===== config.mk =====
export PLATFORM = sky130hd
export DESIGN_NAME = video_code_remap
export DESIGN_NICKNAME = d
export VERILOG_FILES = /design/src/rtl/vr_pkg.sv /design/src/rtl/vr_band.sv /design/src/rtl/vr_rewrite.sv /design/src/rtl/video_code_remap.sv
export SDC_FILE = /design/constraint.sdc
export NUM_CORES = 1
export LEC_CHECK = 0
export BUFFER_PORTS_ARGS = -buffer_cell sky130_fd_sc_hd__buf_2
export CORE_MARGIN = 1
export CORE_UTILIZATION = 47
export CTS_CLUSTER_SIZE = 24
export DETAILED_ROUTE_END_ITERATION = 8
export HOLD_SLACK_MARGIN = 0.12
export PLACE_DENSITY = 0.77
export REMOVE_ABC_BUFFERS = 1
export SYNTH_ARGS = -nofsm -noshare
export SYNTH_HDL_FRONTEND = slang
export SYNTH_HIERARCHICAL = 1
export SYNTH_SLANG_ARGS = --single-unit

===== constraint.sdc =====
create_clock -name clk -period 1.83 [get_ports clk]
set_clock_uncertainty 0.05 [all_clocks]
set_input_delay 0.0915 -clock clk [delete_from_list [all_inputs] [get_ports clk]]
set_output_delay 0.0915 -clock clk [all_outputs]
set_load 0.02 [all_outputs]

===== src/rtl/vr_pkg.sv =====
package vr_pkg;
  // Where a code sits relative to the reserved bands
  typedef enum logic [1:0] {
    BAND_LOW  = 2'd0,
    BAND_MID  = 2'd1,
    BAND_HIGH = 2'd2
  } band_e;

  // Which rewrite rule applies to a sample
  typedef enum logic [1:0] {
    CTX_PASS     = 2'd0,
    CTX_PICTURE  = 2'd1,
    CTX_PREAMBLE = 2'd2
  } ctx_e;
endpackage


===== src/rtl/vr_band.sv =====
module vr_band #(
  parameter int DW  = 10,
  parameter int RSV = 4
) (
  input  logic [DW-1:0] code,
  output vr_pkg::band_e band
);
  localparam int MAXV = (1 << DW) - 1;
  localparam logic [DW-1:0] HI_LEG = DW'(MAXV - RSV);
  localparam logic [DW-1:0] LO_LEG = DW'(RSV);

  always_comb begin
    if (code > HI_LEG)      band = vr_pkg::BAND_HIGH;
    else if (code < LO_LEG) band = vr_pkg::BAND_LOW;
    else                    band = vr_pkg::BAND_MID;
  end
endmodule


===== src/rtl/vr_rewrite.sv =====
module vr_rewrite #(
  parameter int DW  = 10,
  parameter int RSV = 4
) (
  input  logic [DW-1:0] code,
  input  vr_pkg::band_e band,
  input  vr_pkg::ctx_e  ctx,
  output logic [DW-1:0] result
);
  localparam int MAXV = (1 << DW) - 1;
  localparam logic [DW-1:0] HI_LEG = DW'(MAXV - RSV);
  localparam logic [DW-1:0] LO_LEG = DW'(RSV);
  localparam logic [DW-1:0] ALL1   = DW'(MAXV);
  localparam logic [DW-1:0] ALL0   = '0;

  always_comb begin
    result = code;
    unique case (ctx)
      vr_pkg::CTX_PICTURE: begin
        if (band == vr_pkg::BAND_HIGH)     result = HI_LEG;
        else if (band == vr_pkg::BAND_LOW) result = LO_LEG;
      end
      vr_pkg::CTX_PREAMBLE: begin
        if (band == vr_pkg::BAND_HIGH)     result = ALL1;
        else if (band == vr_pkg::BAND_LOW) result = ALL0;
      end
      default: result = code;
    endcase
  end
endmodule


===== src/rtl/video_code_remap.sv =====
module video_code_remap #(
  parameter int DW  = 10,
  parameter int RSV = 4
) (
  input  logic          clk,
  input  logic          rst,
  input  logic          fix_bypass,
  input  logic          in_vld,
  input  logic [DW-1:0] in_data,
  input  logic          in_act,
  input  logic          in_pre,
  output logic          out_vld,
  output logic [DW-1:0] out_data,
  output logic          out_act,
  output logic          out_pre
);
  localparam int MAXV = (1 << DW) - 1;
  localparam logic [DW-1:0] HI_LEG = DW'(MAXV - RSV);
  localparam logic [DW-1:0] LO_LEG = DW'(RSV);

  vr_pkg::band_e band;
  vr_pkg::ctx_e  ctx;
  logic [DW-1:0] fixed;

  // Preamble flag outranks the active-picture flag
  always_comb begin
    if (fix_bypass)  ctx = vr_pkg::CTX_PASS;
    else if (in_pre) ctx = vr_pkg::CTX_PREAMBLE;
    else if (in_act) ctx = vr_pkg::CTX_PICTURE;
    else             ctx = vr_pkg::CTX_PASS;
  end

  vr_band #(.DW(DW), .RSV(RSV)) u_band (
    .code (in_data),
    .band (band)
  );

  vr_rewrite #(.DW(DW), .RSV(RSV)) u_rewrite (
    .code   (in_data),
    .band   (band),
    .ctx    (ctx),
    .result (fixed)
  );

  always_ff @(posedge clk) begin
    if (rst) begin
      out_vld  <= 1'b0;
      out_data <= '0;
      out_act  <= 1'b0;
      out_pre  <= 1'b0;
    end else begin
      out_vld <= in_vld;
      if (in_vld) begin
        out_data <= fixed;
        out_act  <= in_act;
        out_pre  <= in_pre;
      end
    end
  end

  // strobe follows the input strobe by one clock
  a_r2_vld_follows: assert property (@(posedge clk) disable iff (rst)
    in_vld |=> out_vld);
  // an idle input cycle gives an idle output cycle and holds the data
  a_r10_idle_holds: assert property (@(posedge clk) disable iff (rst)
    !in_vld |=> (!out_vld && $stable(out_data)));
  // active picture output stays within the legal band
  a_r3_picture_bounded: assert property (@(posedge clk) disable iff (rst)
    (in_vld && in_act && !in_pre && !fix_bypass) |=>
      (out_data <= HI_LEG && out_data >= LO_LEG));
  // preamble output never lands inside a reserved band except at its extreme
  a_r5_preamble_extremes: assert property (@(posedge clk) disable iff (rst)
    (in_vld && in_pre && !fix_bypass) |=>
      ((out_data >= LO_LEG && out_data <= HI_LEG) ||
       out_data == '0 || out_data == DW'(MAXV)));
  // bypass forwards the sample untouched
  a_r9_bypass_clean: assert property (@(posedge clk) disable iff (rst)
    (in_vld && fix_bypass) |=> (out_data == $past(in_data)));
endmodule


* Word-level counts from Yosys, hierarchy flattened
Cells that the tools add are included.
Word-level totals: bits of input ports 16, memories kept 0, bits in read-only memories 0, bits in latches 0, register bits after elaboration 13, bits in writable memories 0, output and inout port bits 13
Cells by class: equality and inequality tests 3, muxes and demuxes 10, divide/modulo/power cells 0, reductions and logical operators 1, add/sub/neg operators 0, bitwise gates (word level) 0, multipliers 0, magnitude comparators 2, shift operators 0
Operator list (count):
- $mux W10 | 4
- $pmux W10 S2 | 1
- $gt A10 B10 Y1 const B | 1
- $lt A10 B3 Y1 const B | 1
- $mux W2 | 3
- $eq A2 B2 Y1 const B | 2
- $eq A2 B1 Y1 const B | 1
- $logic_not A2 Y1 | 1
- $mux W1 | 2

* Logic depth before layout (Yosys ltp)
word-level depth 7, mapped depth 8, depth with buffers taken out 8

* Modules after synthesis
Netlist, hierarchy kept.
By module, submodules not included:
- video_code_remap | sequential area each 260.2 sq um, times used 1, cells an instance 43, area each 481.7 sq um
- vr_rewrite | sequential area each 0.0 sq um, times used 1, cells an instance 41, area each 241.5 sq um
- vr_band | sequential area each 0.0 sq um, times used 1, cells an instance 6, area each 40.0 sq um

* Least setup slack after synthesis
No wires, ideal clock.
path type input-to-reg, start point in in_pre, end point reg out_data[0], setup slack 0.393 ns, stages 8, path buffers 0, data required time 1.663 ns, arrival time 1.269 ns, cells stage by stage nor3b_1 > inv_1 > ha_1 > nor2_4 > nand3b_4 > o211ai_1 > mux2i_1 > nor2_1
On the way: word-level cells in the longest chain between the ends 4, elaborated cells between the ends (all ways) 5
Ends and longest elaborated chain:
- start, declared | RTL line video_code_remap.sv:11 | input logic in_pre,
- $mux W2 * | RTL line video_code_remap.sv:28 | else if (in_pre) ctx = vr_pkg::CTX_PREAMBLE;
- $mux W2 * | RTL line video_code_remap.sv:27 | if (fix_bypass) ctx = vr_pkg::CTX_PASS;
- $eq A2 B2 Y1 or $eq A2 B1 Y1 (tied branches) | RTL line vr_rewrite.sv:18 | unique case (ctx)
- $pmux W10 S2 * | RTL line vr_rewrite.sv:18
- net fixed[0] | RTL line video_code_remap.sv:23 | logic [DW-1:0] fixed;
- end signal, assigned | RTL line video_code_remap.sv:54 | out_data <= fixed;
- end, declared | RTL line video_code_remap.sv:13 | output logic [DW-1:0] out_data,
Mark *: on every way through the listed nets, which the timed path passes. The rest lies on a longest branch. A chain may end at the register's enable or synchronous reset.

* Worst setup path after layout
start point in in_pre, end point reg out_data[1]
On the way: word-level cells in the longest chain between the ends 4, elaborated cells between the ends (all ways) 5
Ends and longest elaborated chain:
- $mux W2 * | RTL line video_code_remap.sv:28
- $mux W2 * | RTL line video_code_remap.sv:27
- net ctx[0] | RTL line video_code_remap.sv:22 | vr_pkg::ctx_e ctx;
- $eq A2 B2 Y1 or $eq A2 B1 Y1 (tied branches) | RTL line vr_rewrite.sv:18
- $pmux W10 S2 * | RTL line vr_rewrite.sv:18
- net fixed[1] | RTL line video_code_remap.sv:23
Marked as above.

==> flow_metrics.py <==
metrics = {
    "synth": {
        "synth_top_area_cell": "dfxtp_1",
        "synthMuxAreaShare": 0.1574,
        "ys_types": 21,
        "synth_adder_area_share": 0.03279,
        "synthCells": 90,
        "avgSynthCellArea_um2": 8.480,
        "synth_top_area_frac": 0.3410,
        "ys_ff_latch": 13,
        "netlist_area_um2": 763.2,
        "synth-xor-area-share": 0,
        "yosys.area_share.simple": 0.2934,
        "synth_area_leaders": "dfxtp_1 (34%), mux2i_1 (16%), nand2_1 (8.9%)",
        "synth_top_family_by_area": "simple AND/OR/NAND/NOR gates",
        "synth_compound_area_frac": 0.1049,
        "ys_warn_count": 6,
        "synth_seq_area_share": 0.3410,
    },
    "pwr": {
        "total_power_mw": 0.6650,
        "power.leakage_nw": 0.5306,
        "power.density_nw_per_um2": 676.1,
        "ir_drop_mv": 0.4697,
    },
    "outcome": {
        "status": "finished clean",
    },
    "placement": {
        "gp_congestion": 0.8019,
        "io_buffers": 28,
        "dp_cells": 133,
        "hpwlAfterDp_um": 1233,
        "pre_cts_slack_ns": 0.06645,
    },
    "min_path": {
        "min_path_cells": 5,
        "min_path_type": "input port to flip-flop",
    },
    "final_layout": {
        "final_cells": 142,
        "num-nets-final": 145,
        "syn_to_final_growth_pct": 28.85,
        "final_util": 0.6528,
        "drive_gt1_frac": 0.3016,
        "antenna_cells": 0,
    },
    "worst_setup_path": {
        "cpPeakStageDelay_ns": 0.39,
        "crit_slowest_cell": "ha_1",
        "arrival_ns": 1.66,
        "worstPathCellList": "buf_2, nor3b_1, inv_1, ha_1, nor2_1, nand3b_4, o211ai_1, mux2i_1, nor2_1",
        "worst_path_most_repeated_cell": "nor2_1",
        "path_max_fanout": 9,
        "end_kind": "flip-flop",
        "criticalPathCategory": "input port to flip-flop",
        "rr_worst_depth": 3,
        "required_ns": 1.99,
        "cp-start-kind": "input port",
    },
    "clock_tree": {
        "path_clk_slew_ns": 0.08,
        "clock_latency_ns": 0.27,
        "cts_buffers": 3,
        "cts_tree": "built",
        "h-tree-depth": 1,
        "ctsResizeCount": 0,
        "cts-root-buf": "clkbuf_4",
        "cts.sinks": 13,
        "clockBufferDepth": 2,
    },
    "timing": {
        "final-max-slew-violation-count": 0,
        "setup_viol": 0,
        "worstMarginPinSlew_ns": 0.3771,
        "finalCritPeriodShare": 0.8185,
        "max_freq_ghz": 0.6676,
        "hold_viol_final": 0,
        "rsz0062_at_grt": "no",
        "period_needed_ns": 1.498,
        "relSlewSlack": 0.7486,
        "worst_slack_ns": 0.3321,
        "fin_setup_tns_ns": 0,
    },
    "die": {
        "initial_core_util": 0.5066,
        "fp-row-count": 14,
        "die_area_um2": 1789,
        "ioPinCount": 29,
        "die_x_um": 42.30,
        "dieHeight_um": 42.30,
        "coreArea_um2": 1506,
    },
    "route": {
        "drt_pass1_iterations": 4,
        "dr.first_iter.drc_count": 23,
        "totalWireLength_um": 1731,
        "viasPerCell": 5.317,
        "vias": 755,
        "ant_nets": 0,
        "drt-wirelength-per-cell_um": 12.19,
        "drc": 0,
    },
    "global_route": {
        "grt-ovfl-total": 0,
        "antenna_found_initial": 0,
        "track_usage": 0.2073,
        "grt_pass1_wl_um": 2801,
        "grt_pass1_vias": 649,
        "grt_start_max_net_pins": 14,
    },
    "job": {
        "drv_cap": 0,
    },
}
[power by group]
part / leakage, nW / switching [mW] / internal [mW] / total [mW]
combinational: 0.408 / 0.0978 / 0.0796 / 0.177
clock: 0.0150 / 0.0923 / 0.0844 / 0.177
sequential: 0.107 / 0.00849 / 0.302 / 0.311
total: 0.531 / 0.199 / 0.466 / 0.665
[cell families after synthesis]
logic type               count (synthesis)
AO/OA/AOI/OAI                           11
flip-flops                              13
multiplexers                            12
adder cells (fa/ha/maj)                  2
AND/OR/NAND/NOR                         45
buffers and inverters                    7
[worst max-delay path: cells and delay by family]
family / cells / cell delay, ns
AND/OR/NAND/NOR: 4 / 0.76
buffers and inverters: 2 / 0.19
adder cells (fa/ha/maj): 1 / 0.39
multiplexers: 1 / 0.10
AO/OA/AOI/OAI: 1 / 0.11
[synth_stat cells]
library cell and n:
nand2_1 18, nor2_1 15, dfxtp_1 13, mux2i_1 12, o211ai_1 9, buf_2 3, ha_1 2, inv_1 2
nand4_1 2, nor2b_1 2, nor4_1 2, a211oi_1 1, a21oi_1 1, buf_12 1, buf_6 1, nand2b_1 1
nand3b_4 1, nor2_4 1, nor3_1 1, nor3b_1 1, nor4_2 1
[flip-flops by register name, summed over array words and instances (netlist names)]
name      count
out_data     10
out_vld       1
out_pre       1
out_act       1
[per-layer routing]
metal  up-vias  GRT usage  share of wire  routed length (um)
li1        388          -              -                   -
met1       342     0.2581           0.44                 767
met2        23     0.3385           0.50                 874
met3         2    0.03017          0.040                  69
met4         0     0.1188          0.012                  21
met5         -          0              0                   0
[worst paths after layout]
| check | start | end | slack, ns |
|---|---|---|---|
| hold / removal | in_data[0] | out_data[0] | 0.17 |
| setup reg to reg | out_act | out_act | 0.63 |
| setup / recovery | in_pre | out_data[1] | 0.33 |
| hold reg to reg | out_data[3] | out_data[3] | 0.44 |
[per-stage QoR]
stage	area (um^2)	hold slack (ns)
after floorplan	716.9	0.1131
after global placement	907.1	0.2892
after detailed placement	907.1	0.3045
after CTS	983.4	0.1541
after global routing	983.4	0.1669
final	983.4	0.1684
[cell usage in the layout, fill, tap and decap left out, drive strengths merged]
master	netlist	final
nand2b	1	1
nor2b	2	2
nand3b	1	1
nor4	3	3
nor3b	1	1
a21oi	1	1
dlygate4sd3	0	5
o211ai	9	9
mux2i	12	12
nand4	2	2
inv	2	2
nand2	18	18
clkbuf	0	4
dfxtp	13	13
nor2	16	16
ha	2	2
nor3	1	1
buf	5	32
a211oi	1	1
[cell type report]
| type | instances | area (um^2) |
|---|---|---|
| Timing Repair Buffer | 37 | 220.2 |
| Clock buffer | 4 | 26.28 |
| Tap cell | 16 | 20.02 |
| Fill cell | 134 | 523.0 |
| Sequential cell | 13 | 260.3 |
| Multi-Input combinational cell | 70 | 449.2 |
| Inverter | 2 | 7.507 |
[repair_timing]
action / 4_1_cts / 5_1_grt
endpoints found under the hold margin: 13 / 0
setup buffers: 0 / 0
hold buffers: 5 / 0
Power figures use the tool's default switching activity.
